## src/rtl/bag_pkg.sv

```systemverilog
package bag_pkg;
  typedef enum logic {
    ORD_INTLV  = 1'b0,
    ORD_LINEAR = 1'b1
  } burst_order_e;

  typedef enum logic [1:0] {
    CMD_HOLD = 2'd0,
    CMD_STEP = 2'd1,
    CMD_LOAD = 2'd2,
    CMD_STOP = 2'd3
  } bag_cmd_e;
endpackage

```

## src/rtl/bag_cmd_decode.sv

```systemverilog
module bag_cmd_decode
  import bag_pkg::*;
(
  input  logic     strobe_pri,
  input  logic     strobe_sec,
  input  logic     advance,
  input  logic     chip_sel,
  input  logic     chip_sel_n,
  input  logic     busy,
  output bag_cmd_e cmd
);
  logic chip_on;
  logic start;

  always_comb begin
    chip_on = chip_sel & ~chip_sel_n;
    start   = chip_on & (strobe_pri | strobe_sec);
    if (start)                      cmd = CMD_LOAD;
    else if (strobe_sec & ~chip_on) cmd = CMD_STOP;
    else if (advance & busy)        cmd = CMD_STEP;
    else                            cmd = CMD_HOLD;
  end
endmodule

```

## src/rtl/bag_beat_cnt.sv

```systemverilog
module bag_beat_cnt #(
  parameter int CNT_W = 2
) (
  input  logic             clk,
  input  logic             rst_n,
  input  logic             clr,
  input  logic             inc,
  output logic [CNT_W-1:0] cnt
);
  logic [CNT_W-1:0] cnt_q;
  logic [CNT_W-1:0] cnt_d;
  logic             cnt_en;

  always_comb begin
    cnt_en = clr | inc;
    cnt_d  = clr ? '0 : cnt_q + 1'b1;
  end

  always_ff @(posedge clk or negedge rst_n) begin
    if (!rst_n)      cnt_q <= '0;
    else if (cnt_en) cnt_q <= cnt_d;
  end

  assign cnt = cnt_q;
endmodule

```

## src/rtl/bag_order_map.sv

```systemverilog
module bag_order_map
  import bag_pkg::*;
#(
  parameter int CNT_W = 2
) (
  input  logic [CNT_W-1:0] start_off,
  input  logic [CNT_W-1:0] beat,
  input  burst_order_e     order,
  output logic [CNT_W-1:0] offset
);
  logic [CNT_W-1:0] lin_off;
  logic [CNT_W-1:0] ilv_off;

  assign lin_off = start_off + beat;

  for (genvar b = 0; b < CNT_W; b++) begin : g_ilv
    assign ilv_off[b] = start_off[b] ^ beat[b];
  end

  always_comb begin
    offset = (order == ORD_LINEAR) ? lin_off : ilv_off;
  end
endmodule

```

## src/rtl/burst_addr_gen.sv

```systemverilog
module burst_addr_gen
  import bag_pkg::*;
#(
  parameter int AW    = 20,
  parameter int CNT_W = 2
) (
  input  logic          clk,
  input  logic          rst_n,
  input  logic [AW-1:0] ext_addr,
  input  logic          strobe_pri,
  input  logic          strobe_sec,
  input  logic          advance,
  input  logic          chip_sel,
  input  logic          chip_sel_n,
  input  logic          lin_order,
  output logic [AW-1:0] arr_addr,
  output logic          burst_busy
);
  localparam int HI_W = AW - CNT_W;

  bag_cmd_e         cmd;
  logic [AW-1:0]    base_q;
  logic [AW-1:0]    base_d;
  burst_order_e     order_q;
  burst_order_e     order_d;
  logic             busy_q;
  logic             busy_d;
  logic             load_en;
  logic             busy_en;
  logic [CNT_W-1:0] beat;
  logic [CNT_W-1:0] offset;

  bag_cmd_decode u_dec (
    .strobe_pri (strobe_pri),
    .strobe_sec (strobe_sec),
    .advance    (advance),
    .chip_sel   (chip_sel),
    .chip_sel_n (chip_sel_n),
    .busy       (busy_q),
    .cmd        (cmd)
  );

  bag_beat_cnt #(.CNT_W(CNT_W)) u_cnt (
    .clk   (clk),
    .rst_n (rst_n),
    .clr   (cmd == CMD_LOAD),
    .inc   (cmd == CMD_STEP),
    .cnt   (beat)
  );

  // Next-state for captured base, order and busy flag.
  always_comb begin
    load_en = (cmd == CMD_LOAD);
    busy_en = (cmd == CMD_LOAD) || (cmd == CMD_STOP);
    base_d  = ext_addr;
    order_d = lin_order ? ORD_LINEAR : ORD_INTLV;
    busy_d  = (cmd == CMD_LOAD);
  end

  always_ff @(posedge clk or negedge rst_n) begin
    if (!rst_n) begin
      base_q  <= '0;
      order_q <= ORD_INTLV;
    end else if (load_en) begin
      base_q  <= base_d;
      order_q <= order_d;
    end
  end

  always_ff @(posedge clk or negedge rst_n) begin
    if (!rst_n)       busy_q <= 1'b0;
    else if (busy_en) busy_q <= busy_d;
  end

  bag_order_map #(.CNT_W(CNT_W)) u_map (
    .start_off (base_q[CNT_W-1:0]),
    .beat      (beat),
    .order     (order_q),
    .offset    (offset)
  );

  assign arr_addr   = {base_q[AW-1:CNT_W], offset};
  assign burst_busy = busy_q;

  logic [HI_W-1:0] unused_hi;
  assign unused_hi = base_q[AW-1:CNT_W];
endmodule

```

## config.mk

```make
export PLATFORM = sky130hd
export DESIGN_NAME = burst_addr_gen
export DESIGN_NICKNAME = d
export VERILOG_FILES = /design/src/rtl/bag_pkg.sv /design/src/rtl/bag_cmd_decode.sv /design/src/rtl/bag_beat_cnt.sv /design/src/rtl/bag_order_map.sv /design/src/rtl/burst_addr_gen.sv
export SDC_FILE = /design/constraint.sdc
export NUM_CORES = 1
export LEC_CHECK = 0
export CORE_MARGIN = 3
export CORE_UTILIZATION = 45
export CTS_CLUSTER_DIAMETER = 50
export DETAILED_ROUTE_END_ITERATION = 16
export PLACE_DENSITY_LB_ADDON = 0.08
export SYNTH_ARGS = -nofsm -noshare
export SYNTH_HDL_FRONTEND = slang
export SYNTH_SLANG_ARGS = --single-unit
```

## constraint.sdc

```tcl
create_clock -name clk -period 2 [get_ports clk]
set_input_delay 0.3 -clock clk [delete_from_list [all_inputs] [get_ports clk]]
set_output_delay 0.3 -clock clk [all_outputs]
set_load 0.02 [all_outputs]
```

Word-level counts from Yosys, hierarchy flattened

Index checks and enable logic that the tools add are counted.

Add/subtract/negate cells: 2
Eq/ne operators: 3
Multiplexer cells: 6
Bitwise gates (word level): 10
Reductions and logical operators: 1

Operators with widths:

| operator                                                              | count |
|---|---|
| 2-bit 2-to-1 mux                                                      | 4 |
| 1-bit bitwise AND                                                     | 4 |
| 2-bit equality test, second input constant                            | 2 |
| 2-bit by 1-bit adder with 2-bit output, second input constant         | 1 |
| 2-bit adder                                                           | 1 |
| 2-bit by 1-bit equality test with 1-bit output, second input constant | 1 |
| 1-bit 2-to-1 mux                                                      | 2 |
| 1-bit inverter                                                        | 2 |
| 1-bit bitwise OR                                                      | 2 |
| 1-bit bitwise XOR                                                     | 2 |
| 1-bit logical OR                                                      | 1 |

Flip-flop bits (word level): 24
Bits of input ports: 28
Output and inout port bits: 21
Word-level logic and storage cells: 26

Depth between registers and ports, before layout

Gate-level depths: netlist of the first run.

Depth after elaboration: 8
Gate-level depth with buffers: 9
Mapped depth without buffers: 7

Modules after synthesis

A second synthesis of the first run with hierarchy kept.

Cells, all modules: 85
Area, all modules: 1,214.9 sq um

Modules (own cells, without submodules):

| module         | instances | cells each | area each (sq um) | seq. area each (sq um) |
|---|---|---|---|---|
| burst_addr_gen | 1         | 69         | 1,061.0           | 550.5 |
| bag_beat_cnt   | 1         | 7          | 88.8              | 50.0 |
| bag_order_map  | 1         | 4          | 33.8              | 0.0 |
| bag_cmd_decode | 1         | 5          | 31.3              | 0.0 |

Worst setup path before layout of the first run

OpenSTA, ideal clock, no wires.

Path kind: input-to-reg
Start point: in chip_sel
End point: reg u_cnt.cnt_q[0], in the netlist u_cnt.cnt[0]
Setup time: 0.083 ns
Arrival time: 1.751 ns
Required time: 1.917 ns
Setup slack: 0.167 ns
Cell stages on the path: 8
Buffers on the path: 2
Cell sequence: nor2b_4 o21a_1 buf_6 buf_8 or2_2 ha_1 or2_2 o21ai_0

Longest elaborated chain between the ends: 7
Elaborated cells on any way between the ends: 10
Classes of those cells: eq/ne (2); mux (3); bitwise (5)

RTL lines:

| element                                                                                      | RTL line                                   | text |
|---|---|---|
| start, declared                                                                              | burst_addr_gen.sv:13                       | `input logic chip_sel,` |
| 1-bit bitwise AND *                                                                          | bag_cmd_decode.sv:16                       | `chip_on = chip_sel & ~chip_sel_n;` |
| 1-bit inverter                                                                               | bag_cmd_decode.sv:19                       | `else if (strobe_sec & ~chip_on) cmd = CMD_STOP;` |
| 1-bit bitwise AND                                                                            | bag_cmd_decode.sv:19                       |  |
| 2-bit 2-to-1 mux                                                                             | bag_cmd_decode.sv:19                       |  |
| 2-bit 2-to-1 mux *                                                                           | bag_cmd_decode.sv:18                       | `if (start) cmd = CMD_LOAD;` |
| 2-bit equality test / 2-bit by 1-bit equality test with 1-bit output (equally long branches) | burst_addr_gen.sv:46, burst_addr_gen.sv:47 |  |
| 2-bit 2-to-1 mux / 1-bit bitwise OR (equally long branches)                                  | bag_beat_cnt.sv:16, bag_beat_cnt.sv:15     |  |
| end signal, assigned                                                                         | bag_beat_cnt.sv:21                         | `else if (cnt_en) cnt_q <= cnt_d;` |
| end, declared                                                                                | bag_beat_cnt.sv:10                         | `logic [CNT_W-1:0] cnt_q;` |

Every way passes the cells marked *; elsewhere a longest branch is shown, timed or not.
A chain may end at the register's enable or synchronous reset.

Worst setup path after layout of the first run

Start point: reg u_cnt.cnt_q[0], in the netlist u_cnt.cnt[0]
End point: out arr_addr[1]

Longest elaborated chain between the ends: 2

RTL lines:

| element          | RTL line             | text |
|---|---|---|
| 2-bit adder      | bag_order_map.sv:14  | `assign lin_off = start_off + beat;` |
| 2-bit 2-to-1 mux | bag_order_map.sv:21  | `offset = (order == ORD_LINEAR) ? lin_off : ilv_off;` |
| end, declared    | burst_addr_gen.sv:16 | `output logic [AW-1:0] arr_addr,` |

No other way between the ends.

==> results of run 1 <==
==> path summary, 6_finish.rpt <==
| kind | startpoint | endpoint | slack [ns] | cells past startpoint |
|---|---|---|---|---|
| min in group clk | base_q[8]$_DFFE_PN0N_ | base_q[8]$_DFFE_PN0N_ | 0.52 | 1 |
| min | rst_n | base_q[14]$_DFFE_PN0N_ | 0.35 | 2 |
| max in group asynchronous | rst_n | base_q[0]$_DFFE_PN0N_ | 1.41 | 2 |
| max reg2reg | burst_busy$_DFFE_PN0P_ | u_cnt.cnt[0]$_DFFE_PN0P_ | 0.46 | 5 |
| min reg2reg | base_q[8]$_DFFE_PN0N_ | base_q[8]$_DFFE_PN0N_ | 0.52 | 1 |
| max | u_cnt.cnt[0]$_DFFE_PN0P_ | arr_addr[1] | 0.22 | 4 |
==> routing by layer <==
| layer | share of wire | routed length (um) |
|---|---|---|
| met1 | 0.44 | 892 |
| met2 | 0.48 | 988 |
| met3 | 0.074 | 152 |
| met5 | 0 | 0 |
| met4 | 0.0059 | 12 |
==> flip-flops by register name, indices dropped and copies added (netlist names) <==
signal and cells:
base_q 20, order_q 1, burst_busy 1, u_cnt.cnt 2
==> critical path, stage by stage (launching register included) <==
cell and delay, ns:
dfrtp_1 0.45, ha_1 0.20, nand2_1 0.07, xnor2_1 0.11, dlygate4sd2_1 0.35
==> timing repair <==
| action | 4_1_cts | 5_1_grt |
|---|---|---|
| setup endpoints to repair | 1 | 1 |
| gates resized for setup | 1 | 1 |
| cloned | 0 | 0 |
==> power groups by stage <==
stage / sequential (uW) / clock (uW) / combinational (uW)
4_1_cts: 649 / 212 / 593
2_1_floorplan: 644 / 0 / 428
3_3_place_gp: 651 / 0 / 592
3_5_place_dp: 657 / 0 / 602
6_report: 647 / 202 / 580
5_1_grt: 665 / 233 / 619
==> stage by stage <==
step,setup WS (ns),instance area [sq um]
after floorplan,0.167,1220
final,0.222,1590
after global placement,-0.0263,1570
after CTS,0.0163,1590
after global routing,0.109,1590
after detailed placement,-0.112,1570
==> cell usage in the layout, fill, tap and decap left out, drive strengths merged <==
cell type      count
a21o               1
dlygate4sd2        1
xnor2              1
dlymetal6s2s       1
ha                 2
buf                2
xor2               1
mux2              22
mux2i              1
o21a               1
o21ai              2
clkdlybuf4s50     46
or2                2
clkbuf             3
nand2              3
dfrtp             24
nor2               1
a21oi              1
nor2b              1
==> area by class of cell <==
class                   count  share of cell area
multi-input cells          39               0.273
well taps                  30              0.0236
repair buffers             50               0.312
flip-flops and latches     24               0.377
clock buffers               3              0.0141
==> cell families after synthesis <==
kind of cell / synth area share
DFF: 0.493
muxes: 0.264
buffers and inverters: 0.149
and+or+nand+nor: 0.0339
AOI/OAI and AO/OA: 0.0247
xor gates and xnor gates: 0.0144
adders and majority gates: 0.0206
==> impl_metrics.ini, run 1 <==
[power_and_ir_drop]
power.share.sequential = 0.453
ir_worst_vdd_mv = 0.560
overall_power_consumption_uw = 1430
internal_power_uw = 989
power.share.switching = 0.308
gate_power_share = 0.406
clock_power_share = 0.141
power.density_nw_per_um2 = 897
p_sw_uw = 439
total_leakage_power_uw = 0.000710

[critical_path]
cp_data_arrival_time_ns = 1.48
path_type_of_the_worst_setup_path = reg -> out
required_time_at_the_worst_slack_endpoint_ns = 1.70
critical_path.max_fanout = 4
startpoint_type = flop
worst_setup_path_end_kind = output port

[yosys]
synth_seq_cells = 24
synth_nets = 114
cell_taking_the_most_area_after_synthesis = dfrtp_1
async_reset_ff_frac = 1.00
ys_warn_count = 0
syn-instance-count = 84
synth_most_common_cell = dfrtp_1
synth_largest_type_area_fraction = 0.493
synth_seq_area_share = 0.493
synth.cells.most_frequent = dfrtp_1 (24), buf_4 (18), mux2_4 (17)
syn_avg_cell_area_sq_um = 14.5
prevailing_post_synth_register_cell = dfrtp_1
synth_edf_count = 0
synth_top_cells_by_area = dfrtp_1 (49%), mux2_4 (21%), buf_4 (11%)
synth_area_sq_um = 1220
post_synth_num_cell_types = 19

[clock_tree]
htree_num_levels = 1
cts.path.max_buffers = 2
worst_setup_hold_path_clk_slew_ns = 0.12
tritoncts.num_buffers = 3
cts_hold_repair.buffers = 0
clock-sinks = 24
clock-root-buffer = clkbuf_4
tritoncts = yes
cts.repair_timing.setup_buffer_count = 0
clk_latency_ns = 0.30

[sta]
worst_pin_slew_ns = 0.378
timing_max_transition_violations_final = 0
worst_slew_margin_rel = 0.748
timing.setup.tns_ns = 0
timing.final.hold_violations = 0
finalWorstPathRequiredPeriod_ns = 1.78
finalSetupViolations = 0
post-route-period-util = 0.889
max_freq_mhz = 562
minimum_hold_slack_ns = 0.354
clock_skew_ns = 0.000215
unrepaired_setup_endpoints_after_global_routing = no

[hold_path]
hold_class = in -> async

[global_route]
use_met3 = 0.0356
grt_antenna_before_repair = 0
gr-usage-met2 = 0.221
grt-ovfl-total = 0
grt.total_usage = 0.137
grt_pass1_wl_mm = 3.47
grt.busiest_layer = met2
first_global_vias = 764
grt_util_met1 = 0.179
grt_max_degree = 25

[routing]
router_iterations_before_antenna_repair = 2
vias_per_inst = 4.75
wirelength_per_cell_um = 14.0
routed_wl_mm = 2.05
postRouteAntennaNets = 0
drc_errors = 0
dr.first_iter.drc_count = 17
vias = 693

[job]
max_cap_violations = 0

[placement]
buffers_on_ports = 48
place_inst = 143
dp.final_hpwl_mm = 1.51
gp_congestion = 0.620

[finish]
fill_cells = 226
area.sequential_sq_um = 601
fin_nets = 148
finalCoreUtilization = 0.631
syn2layout_area_growth_pct = 30.8
multi_input_comb_area_sq_um = 435
layout_cells_sized_above_1 = 0.259
final_cell_count_no_fill = 146
antenna_cells_inserted = 0

[floorplan]
core_region_area_sq_um = 2520
floorplan.rows = 18
die-area_sq_um = 3370
num_io_pins = 49
die_w_um = 58.0
floorplan.initialDensity = 0.483
die_y_um = 58.0

[outcome]
status = finished, final reports clean
Note: power is estimated with default switching activity, not from simulation.
==> run 2, diff against run 1 <==
Settings changed: RECOVER_POWER from default to 100, SYNTH_HIERARCHICAL from default to 1.
==> run 2 against run 1 <==
Against the previous run: sequential power down 2%; fmax down 1.2%; first-iteration DRC count down 24%; register-to-register slack better by 0.03 ns; clock power up 73%; combinational power down 18%; non-clock buffer count up 2; wire length down 8.5%; design area down 3.0%; cell count up 2.7%; core utilization down 1.9 points; global-route usage down 1.0 points; largest power group unchanged.
==> impl_metrics.ini, run 2 <==
[outcome]
status = finished, final reports clean

[power_and_ir_drop]
ir_worst_vdd_mv = 0.724
power.density_nw_per_um2 = 945
total_leakage_power_uw = 0.000663
overall_power_consumption_uw = 1460

[yosys]
synth_nets = 114
syn-instance-count = 85
syn_avg_cell_area_sq_um = 14.3
synth_seq_area_share = 0.494
post_synth_num_cell_types = 22
ys_warn_count = 6
synth_largest_type_area_fraction = 0.494
async_reset_ff_frac = 1.00
cell_taking_the_most_area_after_synthesis = dfrtp_1
synth_seq_cells = 24
synth_edf_count = 0
prevailing_post_synth_register_cell = dfrtp_1
synth.cells.most_frequent = dfrtp_1 (24), buf_4 (18), mux2_4 (18)
synth_most_common_cell = dfrtp_1
synth_top_cells_by_area = dfrtp_1 (49%), mux2_4 (22%), buf_4 (11%)
synth_area_sq_um = 1210

[floorplan]
die_w_um = 58.0
die-area_sq_um = 3360
core_region_area_sq_um = 2520
floorplan.initialDensity = 0.482
num_io_pins = 49
floorplan.rows = 18
die_y_um = 58.0

[routing]
postRouteAntennaNets = 0
router_iterations_before_antenna_repair = 3
vias = 695
wirelength_per_cell_um = 12.5
dr.first_iter.drc_count = 13
vias_per_inst = 4.63
routed_wl_mm = 1.87
drc_errors = 0

[placement]
buffers_on_ports = 48
dp.final_hpwl_mm = 1.52
gp_congestion = 0.619

[clock_tree]
worst_setup_hold_path_clk_slew_ns = 0.13
htree_num_levels = 1
clock-root-buffer = clkbuf_4
tritoncts.num_buffers = 3
cts.path.max_buffers = 2
cts.repair_timing.setup_buffer_count = 0
clock-sinks = 24
tritoncts = yes
clk_latency_ns = 0.31
cts_hold_repair.buffers = 0

[hold_path]
hold_class = reg -> reg

[sta]
worst_pin_slew_ns = 1.26
max_freq_mhz = 556
timing.final.hold_violations = 0
finalWorstPathRequiredPeriod_ns = 1.80
timing.setup.tns_ns = 0
timing_max_transition_violations_final = 0
clock_skew_ns = 0.000882
unrepaired_setup_endpoints_after_global_routing = no
finalSetupViolations = 0
post-route-period-util = 0.899
worst_slew_margin_rel = 0.160

[critical_path]
critical_path.max_fanout = 4
worst_setup_path_end_kind = output port
path_type_of_the_worst_setup_path = reg -> out
cp_data_arrival_time_ns = 1.50
startpoint_type = flop
required_time_at_the_worst_slack_endpoint_ns = 1.70

[global_route]
grt_antenna_before_repair = 0
grt_max_degree = 25
grt.total_usage = 0.128
grt_pass1_wl_mm = 3.35
grt-ovfl-total = 0
first_global_vias = 742

[finish]
fill_cells = 244
fin_nets = 150
mostFrequentLayoutCell = clkdlybuf4s50_1
multi_input_comb_area_sq_um = 358
largest_reg_flops = 20
area.sequential_sq_um = 601
layout_cells_sized_above_1 = 0.0833
max_flop_register = base_q
syn2layout_area_growth_pct = 27.2
antenna_cells_inserted = 0
final_cell_mix = clkdlybuf4s50_1 (26), dfrtp_1 (24), dlygate4sd3_1 (20)

[job]
max_cap_violations = 0
run 2: repair_timing:
action	4_1_cts	5_1_grt
resized for setup	1	1
setup endpoints to repair	1	1
hold endpoints to repair	0	0
run 2: cell type report:
type | count | area share
clock inverters | 1 | 0.0194
flip-flops and latches | 24 | 0.389
well taps | 30 | 0.0243
clock buffers | 3 | 0.0146
repair buffers | 52 | 0.317
inverters | 2 | 0.00486
multi-input cells | 38 | 0.232
run 2: where the power goes:
part | internal [uW] | leakage, uW | switching [uW]
Combinational | 246 | 0.000351 | 231
Sequential | 581 | 0.000284 | 52.6
Clock | 203 | 0.0000279 | 148
run 2: routing by layer:
| layer | track usage | wire [um] | vias to the layer above |
|---|---|---|---|
| li1 | - | - | 335 |
| met1 | 0.170 | 827 | 329 |
| met2 | 0.211 | 882 | 29 |
| met3 | 0.0356 | 153 | 2 |
| met4 | 0.0199 | 10 | 0 |
| met5 | 0 | 0 | - |
run 2: cells by family (layout without fill, tap and decap cells):
group / count (synthesis) / count (layout) / share of synthesized area
simple gates: 7 / 7 / 0.0330
buf+inv: 23 / 58 / 0.156
mux: 21 / 21 / 0.250
xor+xnor: 3 / 3 / 0.0216
fa+ha+maj: 1 / 1 / 0.0103
flops: 24 / 24 / 0.494
compound gates: 6 / 6 / 0.0350
run 2: critical path, cell delays in order (launching register included):
cell and delay [ns]:
dfrtp_1 0.45, ha_1 0.21, nand2_1 0.07, xnor2_1 0.10
dlygate4sd2_1 0.35
run 2: metrics by stage:
| step | setup slack (ns) | cell area (sq um) | util | instances | hold slack (ns) |
|---|---|---|---|---|---|
| final | 0.201 | 1550 | 0.613 | 150 | 0.501 |
| after global routing | 0.101 | 1550 | 0.613 | 150 | 0.529 |
| after CTS | 0.00191 | 1630 | 0.647 | 150 | 0.318 |
| after detailed placement | 0.00810 | 1580 | 0.627 | 146 | 0.493 |
| after global placement | 0.0735 | 1580 | 0.627 | 146 | 0.489 |
| after floorplan | 0.538 | 1210 | - | 85 | 0.00441 |
run 2: path summary, 6_finish.rpt:
kind,slack [ns],depth (start not counted),to,start
setup / recovery,0.20,4,arr_addr[1],u_cnt/cnt[0]$_DFFE_PN0P_
hold / removal,0.50,1,base_q[16]$_DFFE_PN0N_,base_q[16]$_DFFE_PN0N_
setup reg to reg,0.49,5,base_q[6]$_DFFE_PN0N_,burst_busy$_DFFE_PN0P_
hold reg to reg,0.50,1,base_q[16]$_DFFE_PN0N_,base_q[16]$_DFFE_PN0N_
max in group asynchronous,0.51,2,burst_busy$_DFFE_PN0P_,rst_n
min in group asynchronous,0.75,2,base_q[8]$_DFFE_PN0N_,rst_n
